--- src/rtl/ring_doorbell_pkg.sv ---
package ring_doorbell_pkg;

  localparam int REG_W = 32;

  typedef enum logic [1:0] {
    REG_GCTL = 2'd0,
    REG_CTRL = 2'd1,
    REG_STAT = 2'd2,
    REG_SIZE = 2'd3
  } regSel_e;

  // control word
  localparam int RUN_BIT   = 0;
  localparam int EIE_BIT   = 4;
  localparam int PTR_LSB   = 16;
  // status word
  localparam int BUSY_BIT  = 0;
  localparam int ERR_BIT   = 4;
  localparam int DONE_BIT  = 5;
  // command word
  localparam int TRST_BIT  = 2;
  localparam int KILL_BIT  = 3;
  localparam int SRST_BIT  = 6;

  typedef struct packed {
    logic softClr;
    logic advTail;
    logic setDone;
    logic setErr;
    logic stopRun;
  } ringStrobe_t;

endpackage

--- src/rtl/ring_doorbell_ctrl.sv ---
module ring_doorbell_ctrl
  import ring_doorbell_pkg::*;
(
  input  logic             regWrEn,
  input  logic [1:0]       regAddr,
  input  logic [REG_W-1:0] regWrData,
  input  logic             cmplValid,
  input  logic             cmplOk,
  input  logic             cmplIrq,
  input  logic             pending,
  output ringStrobe_t      stb,
  output logic             abortPulse,
  output logic             busResetPulse
);

  logic gctlWr;
  logic killReq;
  logic accept;
  logic unusedWr;

  assign unusedWr = ^regWrData;

  always_comb begin
    gctlWr        = regWrEn && (regAddr == REG_GCTL);
    stb.softClr   = gctlWr && regWrData[SRST_BIT];
    killReq       = gctlWr && regWrData[KILL_BIT] && !stb.softClr;
    accept        = cmplValid && pending && !killReq && !stb.softClr;
    stb.advTail   = (killReq && pending) || accept;
    stb.setDone   = accept && cmplOk && cmplIrq;
    stb.setErr    = killReq || (accept && !cmplOk);
    stb.stopRun   = stb.setErr;
    abortPulse    = killReq && pending;
    busResetPulse = gctlWr && regWrData[TRST_BIT];
  end

endmodule

--- src/rtl/ring_doorbell_regs.sv ---
module ring_doorbell_regs
  import ring_doorbell_pkg::*;
#(
  parameter int PTR_W = 8
) (
  input  logic             clk,
  input  logic             rstN,
  input  logic             regWrEn,
  input  logic [1:0]       regAddr,
  input  logic [REG_W-1:0] regWrData,
  input  ringStrobe_t      stb,
  output logic             pending,
  output logic [PTR_W-1:0] tailIdx,
  output logic             irqOut,
  output logic [REG_W-1:0] regRdData
);

  localparam logic [PTR_W-1:0] PTR_ONE = {{(PTR_W-1){1'b0}}, 1'b1};

  logic [PTR_W-1:0] headPtr;
  logic [PTR_W-1:0] tailPtr;
  logic [PTR_W-1:0] lastSlot;
  logic [PTR_W-1:0] nextTail;
  logic             runBit;
  logic             errIe;
  logic             doneFlag;
  logic             errFlag;
  logic             ctrlWr;
  logic             statWr;
  logic             sizeWr;
  logic             unusedWr;

  assign unusedWr = ^regWrData;
  assign ctrlWr   = regWrEn && (regAddr == REG_CTRL);
  assign statWr   = regWrEn && (regAddr == REG_STAT);
  assign sizeWr   = regWrEn && (regAddr == REG_SIZE);
  assign nextTail = (tailPtr == lastSlot) ? '0 : tailPtr + PTR_ONE;

  always_ff @(posedge clk or negedge rstN) begin
    if (!rstN) begin
      headPtr  <= '0;
      tailPtr  <= '0;
      lastSlot <= '0;
      runBit   <= 1'b0;
      errIe    <= 1'b0;
      doneFlag <= 1'b0;
      errFlag  <= 1'b0;
    end else if (stb.softClr) begin
      headPtr  <= '0;
      tailPtr  <= '0;
      lastSlot <= '0;
      runBit   <= 1'b0;
      errIe    <= 1'b0;
      doneFlag <= 1'b0;
      errFlag  <= 1'b0;
    end else begin
      if (stb.advTail) tailPtr <= nextTail;
      if (ctrlWr) begin
        runBit  <= regWrData[RUN_BIT];
        errIe   <= regWrData[EIE_BIT];
        headPtr <= regWrData[PTR_LSB +: PTR_W];
      end
      if (stb.stopRun) runBit <= 1'b0;
      if (sizeWr) lastSlot <= regWrData[PTR_W-1:0];
      if (statWr && regWrData[DONE_BIT]) doneFlag <= 1'b0;
      if (stb.setDone) doneFlag <= 1'b1;
      if (statWr && regWrData[ERR_BIT]) errFlag <= 1'b0;
      if (stb.setErr) errFlag <= 1'b1;
    end
  end

  assign pending = runBit && (headPtr != tailPtr);
  assign tailIdx = tailPtr;
  assign irqOut  = doneFlag || (errFlag && errIe);

  always_comb begin
    regRdData = '0;
    unique case (regAddr)
      REG_CTRL: begin
        regRdData[RUN_BIT]             = runBit;
        regRdData[EIE_BIT]             = errIe;
        regRdData[PTR_LSB +: PTR_W]    = headPtr;
      end
      REG_STAT: begin
        regRdData[BUSY_BIT]            = pending;
        regRdData[ERR_BIT]             = errFlag;
        regRdData[DONE_BIT]            = doneFlag;
        regRdData[PTR_LSB +: PTR_W]    = tailPtr;
      end
      REG_SIZE: regRdData[PTR_W-1:0]   = lastSlot;
      default:  regRdData              = '0;
    endcase
  end

endmodule

--- src/rtl/ring_doorbell.sv ---
module ring_doorbell
  import ring_doorbell_pkg::*;
#(
  parameter int PTR_W = 8
) (
  input  logic             clk,
  input  logic             rstN,
  input  logic             regWrEn,
  input  logic [1:0]       regAddr,
  input  logic [31:0]      regWrData,
  output logic [31:0]      regRdData,
  output logic             reqValid,
  output logic [PTR_W-1:0] reqIndex,
  input  logic             cmplValid,
  input  logic             cmplOk,
  input  logic             cmplIrq,
  output logic             abortPulse,
  output logic             busResetPulse,
  output logic             irq
);

  ringStrobe_t strobes;
  logic        pendingNow;

  ring_doorbell_ctrl u_ctrl (
    .regWrEn      (regWrEn),
    .regAddr      (regAddr),
    .regWrData    (regWrData),
    .cmplValid    (cmplValid),
    .cmplOk       (cmplOk),
    .cmplIrq      (cmplIrq),
    .pending      (pendingNow),
    .stb          (strobes),
    .abortPulse   (abortPulse),
    .busResetPulse(busResetPulse)
  );

  ring_doorbell_regs #(.PTR_W(PTR_W)) u_regs (
    .clk      (clk),
    .rstN     (rstN),
    .regWrEn  (regWrEn),
    .regAddr  (regAddr),
    .regWrData(regWrData),
    .stb      (strobes),
    .pending  (pendingNow),
    .tailIdx  (reqIndex),
    .irqOut   (irq),
    .regRdData(regRdData)
  );

  assign reqValid = pendingNow;

endmodule

--- config.mk ---
export PLATFORM = sky130hd
export DESIGN_NAME = ring_doorbell
export DESIGN_NICKNAME = d
export VERILOG_FILES = /design/src/rtl/ring_doorbell_pkg.sv /design/src/rtl/ring_doorbell_ctrl.sv /design/src/rtl/ring_doorbell_regs.sv /design/src/rtl/ring_doorbell.sv
export SDC_FILE = /design/constraint.sdc
export NUM_CORES = 1
export LEC_CHECK = 0
export ABC_AREA = 1
export ABC_CLOCK_PERIOD_IN_PS = 1750
export BUFFER_PORTS_ARGS = -buffer_cell sky130_fd_sc_hd__buf_2
export CELL_PAD_IN_SITES_DETAIL_PLACEMENT = 0
export CELL_PAD_IN_SITES_GLOBAL_PLACEMENT = 1
export CORE_MARGIN = 1
export CORE_UTILIZATION = 30
export DETAILED_ROUTE_END_ITERATION = 16
export GPL_ROUTABILITY_DRIVEN = 0
export PLACE_DENSITY_LB_ADDON = 0.08
export SETUP_SLACK_MARGIN = 0.2
export SLEW_MARGIN = 20
export SYNTH_ARGS = -nofsm -noshare
export SYNTH_HDL_FRONTEND = slang
export SYNTH_HIERARCHICAL = 1
export SYNTH_SLANG_ARGS = --single-unit
--- constraint.sdc ---
create_clock -name clk -period 1.75 [get_ports clk]
set_input_delay 0.525 -clock clk [delete_from_list [all_inputs] [get_ports clk]]
set_output_delay 0.525 -clock clk [all_outputs]
set_load 0.02 [all_outputs]
==> results of run 1 <==
==> cell usage after synthesis, drive strengths merged <==
cell	count
a31o	1
xor2	2
clkinv	2
dfrtp	28
mux2	2
ha	5
xnor2	11
buf	24
o211ai	1
conb	1
bufinv	1
nand4	3
nand3	34
nor2	12
a21oi	19
clkbuf	1
nand2	75
inv	36
o21ai	16
a21o	1
nor3	1
and3	1
==> cells by family (layout without fill, tap and decap cells) <==
kind of cell,Yosys count,count (layout),synth area share (%)
AOI/OAI and AO/OA,38,38,10.7
xor gates and xnor gates,13,13,5.52
adders and majority gates,5,5,3.03
buffers and inverters,64,177,17.0
DFF,28,28,34.0
muxes,2,2,1.09
other,1,16,0.182
and+or+nand+nor,126,126,28.5
==> cell usage in the layout (no fill, tap or decap), types with 2 or more instances in the layout <==
cell type  Yosys  routed
o21ai_2        0       2
a21oi_4        0      11
mux2_1         2       2
inv_2          0      13
xnor2_1       11       7
dfrtp_2        0       6
buf_4         17      58
a21oi_2        6       8
nand2_2        2      11
buf_6          3      44
nor2_4         2       5
nand2_1       70      36
o21ai_0       10       6
inv_1         36      20
dfrtp_1       28      22
xnor2_2        0       4
o21ai_1        6       7
buf_12         0       9
clkbuf_8       0       3
inv_8          0       2
ha_4           0       4
nand3_1       33      30
nand2_4        3      28
nand3_2        1       3
nor2_1         7       3
nor2_2         3       4
conb_1         1      16
buf_2          4      23
nand4_1        3       3
==> metal layers <==
metal  vias to the layer above  track usage [%]  share of wire [%]
met2                        45             32.0                 50
met4                         0             4.93                1.1
met5                         -                0                  0
li1                       1110                -                  -
met1                      1050             25.3                 47
met3                         4             1.95                2.0
==> flip-flops by register name, indices dropped and copies added (netlist names) <==
name	flops
u_regs/headPtr	8
u_regs/lastSlot	8
u_regs/tailIdx	8
u_regs/doneFlag	1
u_regs/errFlag	1
u_regs/errIe	1
u_regs/runBit	1
==> power groups by stage <==
stage | registers [W] | clock network [W] | logic (W)
floorplan | 0.00109 | 0 | 0.000885
global placement | 0.000946 | 0 | 0.00161
detailed placement | 0.000947 | 0 | 0.00161
CTS | 0.000950 | 0.000382 | 0.00192
global route | 0.000982 | 0.000405 | 0.00235
finish | 0.000961 | 0.000365 | 0.00219
==> repair_timing <==
| action | 4_1_cts | 5_1_grt |
|---|---|---|
| buffers inserted | 16 | 19 |
| hold buffers | 0 | 0 |
| endpoints found under the setup margin | 37 | 46 |
| resized for setup | 115 | 43 |
| pin swaps | 39 | 23 |
| gates cloned | 0 | 0 |
==> critical path, delay by kind of cell, from the launching register on <==
kind,cells,cell delay [ns]
compound gates,1,0.05
xor+xnor,1,0.16
buf+inv,2,0.24
flops,1,0.44
simple gates,4,0.35
==> per-stage QoR <==
step / hold slack (ns) / total power, W
global route: 0.170 / 0.00374
detailed placement: 0.476 / 0.00256
floorplan: 0.229 / 0.00197
CTS: 0.164 / 0.00326
finish: 0.151 / 0.00352
global placement: 0.474 / 0.00255
==> worst paths after layout <==
| kind | cells after the start | slack (ns) | endpoint |
|---|---|---|---|
| max | 8 | -0.30 | regRdData[0] |
| min | 1 | 0.15 | u_regs/headPtr[1] |
| max reg2reg | 13 | -0.28 | u_regs/tailIdx[6] |
| min reg2reg | 1 | 0.56 | u_regs/errIe |
| max in group asynchronous | 2 | 1.17 | u_regs/tailIdx[0] |
| min in group clk | 3 | 0.48 | u_regs/headPtr[2] |
==> area by class of cell <==
cell class	instances	share of cell area (%)
multi-input combinational	200	40.8
timing repair buffer	135	32.2
sequential	28	18.4
inverter	39	5.12
tap	77	2.50
clock buffer	3	1.07
==> run summary, run 1 <==
Initial antenna violation count - 0
Setup TNS - -3.72 ns
Synth top area share - 34.0%
Critical path class - flop to output port
Die width - 84.9 microns
Syn_area_per_cell - 7.44 sq um
Crit path time final - 2.05 ns
CP max stage cell - dfrtp_2
Sequential standard cell area - 708 sq um
Peak supply drop - 0.397 mV
Post-Place Cells - 444
Row count - 29
GRT Resource Usage Total - 18.7%
DP Area - 3010 sq um
Num ports - 84
Final Net Count - 452
Area of the multi-input gates - 1570 sq um
Crit-path cells - xnor2_2 > nand2_2 > nor2_4 > buf_6 > nand2_4 > nand3_4 > a21oi_4 > buf_6
Final design utilization - 59.4%
FMAX - 489 MHz
Req. time, crit path - 1.22 ns
RSZ-0062 raised after global routing - yes
ANT cells - 0
Most area-hungry cell type in the Yosys netlist - dfrtp_1
Synthesized flop and latch total - 28
Critical path endpoint category - output port
Cells after Synth - 277
Synth Cell Area - 2060 sq um
Sequential share of power - 27.3%
CTS tree - built
CTS root buffer - clkbuf_8
Filler cells - 614
Status - finished, violations left
Area contributors post-synth - dfrtp_1, nand2_1, nand3_1
Worst setup startpoint - u_regs/tailIdx[6]
Clock Power Share - 10.4%
Dpl ws - -0.362 ns
Final Cell Area - 3860 sq um
Worst skew pair latency - 0.28 ns
Most frequent CP cell - buf_6
IO Port Bufs - 51
Net Switching - 0.00147 W
Post-route antenna net violation count - 0
Worst-path clk slew - 0.10 ns
Worst-path fanout max - 2
Worst Path Arrival - 1.52 ns
Maximum root-to-sink buffer count - 2
Final WS setup - -0.295 ns
YS warnings - 6
Die area - 7210 sq um
DP HPWL - 4.83 mm
Starting density of the core - 31.7%
Drt wl/cell - 13.7 microns
Share of cells above drive strength 1 - 61.5%
Register area share after synthesis - 34.0%
Crit path launch type - flop
Drt first pass iters - 13
Initial DRC count - 57
Sw frac - 41.9%
Height of the die - 84.9 microns
Drt drc - 3
RR Startpoint - u_regs/tailIdx[3]
Worst min path class - input pin to async pin
# Max-Cap Violations - 0
Grt ovf - 0
Vias in the first global route - 2,123
Leakage - 2.04 nW
Core area - 6490 sq um
H-tree levels - 1
Gate power share - 62.3%
Final-report hold violation count - 0
Crit path largest cell delay - 0.44 ns
Clock skew - 0.00542 ns
Failing checks - DRC, setup timing
Post-Route WL - 6.61 mm
Largest net degree at the start of global routing - 16
Tcrit/Tclk final - 117%
P&R area growth vs syn - 87.1%
Final setup vio count - 21
Pwr Density - 911 nW/um^2
# clock sinks - 28
Via count - 2,209
Post-DR vias/cell - 4.58
Final std cells w/o fill - 482
First-pass GRT wire length - 10.4 mm
Library cells used by synthesis - 32
Pint - 0.00204 W
CTS buffer count - 3
Max-slew violations - 0
Note: power is estimated with default switching activity, not from simulation.
==> run 2, diff against run 1 <==
--- a/config.mk
+++ b/config.mk
@@ -5,13 +5,12 @@
 export SDC_FILE = /design/constraint.sdc
 export NUM_CORES = 1
 export LEC_CHECK = 0
-export ABC_AREA = 1
 export ABC_CLOCK_PERIOD_IN_PS = 1750
 export BUFFER_PORTS_ARGS = -buffer_cell sky130_fd_sc_hd__buf_2
 export CELL_PAD_IN_SITES_DETAIL_PLACEMENT = 0
 export CELL_PAD_IN_SITES_GLOBAL_PLACEMENT = 1
 export CORE_MARGIN = 1
-export CORE_UTILIZATION = 30
+export CORE_UTILIZATION = 31
 export DETAILED_ROUTE_END_ITERATION = 16
 export GPL_ROUTABILITY_DRIVEN = 0
 export PLACE_DENSITY_LB_ADDON = 0.08
==> run 2 against run 1 <==
Largest power group unchanged; non-clock buffer count is 29 lower; global-route usage rose by 0.86 points; via count down 17%; hold slack got worse by 0.049 ns; sequential share of layout area up 3.4 points; combinational power shrank 42%; clock skew is 0.0013 ns higher; critical path depth fell by 2; critical endpoint unchanged; final area decreased by 15%; the run ends with setup timing left; sequential power decreased by 11%; die area fell by 8.0%.
==> run summary, run 2 <==
Status - finished, violations left (unchanged)
Failing checks - setup timing (was DRC, setup timing)
H-tree levels - 1 (unchanged)
Post-route antenna net violation count - 0 (unchanged)
# Max-Cap Violations - 0 (unchanged)
ANT cells - 0 (unchanged)
Worst-path fanout max - 2 (unchanged)
Final setup vio count - 29 (was 21)
Worst-path clk slew - 0.10 ns (about the same)
YS warnings - 6 (unchanged)
Cells after Synth - 223 (was 277)
DP HPWL - 4.55 mm (was 4.83 mm)
Count leader, synth - nand2_1 (unchanged)
Dpl ws - -0.383 ns (was -0.362 ns)
Most area-hungry cell type in the Yosys netlist - dfrtp_1 (unchanged)
Final std cells w/o fill - 391 (was 482)
Synth top area share - 35.8% (was 34.0%)
Final Cell Area - 3260 sq um (was 3860 sq um)
Final Net Count - 362 (was 452)
Core area - 5990 sq um (was 6490 sq um)
Post-Place Cells - 374 (was 444)
Worst skew pair latency - 0.28 ns (about the same)
Clock skew - 0.00670 ns (was 0.00542 ns)
Drt first pass iters - 4 (was 13)
Max-slew violations - 0 (unchanged)
CTS buffer count - 3 (unchanged)
Starting density of the core - 32.6% (was 31.7%)
GRT Resource Usage Total - 19.6% (was 18.7%)
First-pass GRT wire length - 9.63 mm (was 10.4 mm)
Drt drc - 0 (was 3)
Area contributors post-synth - dfrtp_1, buf_4, nand2_1 (was dfrtp_1, nand2_1, nand3_1)
CTS root buffer - clkbuf_8 (unchanged)
Vias in the first global route - 1,864 (was 2,123)
Critical path endpoint category - output port (unchanged)
Die width - 81.4 microns (was 84.9 microns)
Post-synth EDFFs - 0 (unchanged)
Crit path time final - 2.31 ns (was 2.05 ns)
Height of the die - 81.4 microns (was 84.9 microns)
Grt ovf - 0 (unchanged)
Largest net degree at the start of global routing - 21 (was 16)
Top FF cell, synth - dfrtp_1 (unchanged)
Top post-synthesis cells by count - nand2_1, dfrtp_1, a21oi_1 (was nand2_1, inv_1, nand3_1)
Total power draw - 0.00253 W (was 0.00352 W)
Drt wl/cell - 15.2 microns (was 13.7 microns)
Initial antenna violation count - 0 (unchanged)
CTS tree - built (unchanged)
Initial DRC count - 70 (was 57)
Die area - 6630 sq um (was 7210 sq um)
Synthesized flop and latch total - 28 (unchanged)
DP Area - 2680 sq um (was 3010 sq um)
Commonest non-fill, non-tap cell in the layout - buf_6 (was buf_4)
Post-Route WL - 5.93 mm (was 6.61 mm)
# clock sinks - 28 (unchanged)
IO Port Bufs - 51 (unchanged)
Most frequent cells in the layout - buf_6, buf_4, nand2_1 (was buf_4, buf_6, nand2_1)
Crit path launch type - flop (unchanged)
Tcrit/Tclk final - 132% (was 117%)
Filler cells - 578 (was 614)
Synth Cell Area - 1960 sq um (was 2060 sq um)
Pwr Density - 774 nW/um^2 (was 911 nW/um^2)
Num ports - 84 (unchanged)
Req. time, crit path - 1.22 ns (about the same)
P&R area growth vs syn - 66.9% (was 87.1%)
Final WS setup - -0.559 ns (was -0.295 ns)
R2R Setup Slk - -0.38 ns (was -0.28 ns)
Library cells used by synthesis - 42 (was 32)
Register area share after synthesis - 35.8% (was 34.0%)
Critical path class - flop to output port (unchanged)
Worst Path Arrival - 1.78 ns (was 1.52 ns)
Syn_area_per_cell - 8.77 sq um (was 7.44 sq um)
Peak supply drop - 0.433 mV (was 0.397 mV)
Worst min path class - input pin to async pin (unchanged)
Reg2Reg Depth - 12 (was 13)
Row count - 28 (was 29)
Leakage - 1.47 nW (was 2.04 nW)
Post-DR vias/cell - 4.70 (was 4.58)
RR Startpoint - u_regs/tailIdx[5] (was u_regs/tailIdx[3])
Maximum root-to-sink buffer count - 2 (unchanged)
Share of cells above drive strength 1 - 56.3% (was 61.5%)
Via count - 1,839 (was 2,209)
RR Endpoint - u_regs/tailIdx[7] (was u_regs/tailIdx[6])
Setup TNS - -5.75 ns (was -3.72 ns)
Final-report hold violation count - 0 (unchanged)
Async set-reset flop share out of synthesis - 100% (unchanged)
FMAX - 433 MHz (was 489 MHz)
RSZ-0062 raised after global routing - yes (unchanged)
[run 2: logic make-up (layout without fill, tap and decap cells)]
family / count (synthesis) / count (layout) / synth area share (%)
AOI/OAI and AO/OA: 42 / 42 / 14.5
xor gates and xnor gates: 22 / 22 / 9.85
adders and majority gates: 5 / 5 / 3.20
buffers and inverters: 38 / 116 / 12.0
DFF: 28 / 28 / 35.8
muxes: 1 / 1 / 0.512
other: 1 / 16 / 0.192
and+or+nand+nor: 86 / 86 / 23.9
[run 2: metal layers]
layer,vias up,part of all wire (%),global-route usage [%]
met4,0,0.61,3.75
met1,880,44,25.9
met3,5,2.9,2.56
met5,-,0,0
met2,39,52,34.0
li1,915,-,-
[run 2: metrics by stage]
stage          hold WS (ns)  utilization (%)
2_1_floorplan         0.229                -
3_3_place_gp          0.418             44.8
3_5_place_dp          0.425             44.8
4_1_cts               0.116             51.5
5_1_grt               0.102             54.5
6_report              0.102             54.5
[run 2: worst max path at each step]
| stage | start | end | slack [ns] | cells after the start |
|---|---|---|---|---|
| CTS | u_regs/headPtr[4] | regRdData[0] | -0.58 | 6 |
| detailed placement | regAddr[0] | regRdData[4] | -0.38 | 6 |
| finish | u_regs/tailIdx[4] | regRdData[0] | -0.56 | 6 |
| global placement | regAddr[0] | regRdData[4] | -0.37 | 6 |
| floorplan | u_regs/tailIdx[2] | u_regs/tailIdx[7] | -0.48 | 11 |
| global route | u_regs/tailIdx[4] | regRdData[0] | -0.65 | 6 |
[run 2: layout make-up]
class	instances	area, sq um	share of cell area [%]
multi-input cells	172	1380	42.2
clock buffers	4	55.1	1.69
repair buffers	106	983	30.1
well taps	75	93.8	2.87
inverters	6	45.0	1.38
flip-flops and latches	28	709	21.7
[run 2: power by group]
part / switching [W] / internal, W / total (W)
combinational: 0.000616 / 0.000643 / 0.00126
clock: 0.000210 / 0.000202 / 0.000411
sequential: 0.000105 / 0.000753 / 0.000858
total: 0.000930 / 0.00160 / 0.00253
[run 2: worst max-delay path, stage by stage, from the launching register on]
cell	delay (ns)
dfrtp_2	0.42
xor2_1	0.17
nor4_4	0.36
buf_4	0.16
a21oi_1	0.06
o21ba_2	0.21
buf_6	0.13
[run 2: timing repair]
| item | 4_1_cts | 5_1_grt |
|---|---|---|
| pin swaps | 22 | 13 |
| endpoints found under the setup margin | 47 | 39 |
| resized for setup | 83 | 29 |
| buffers inserted | 6 | 6 |
| hold buffers | 0 | 0 |
| gates cloned | 1 | 0 |
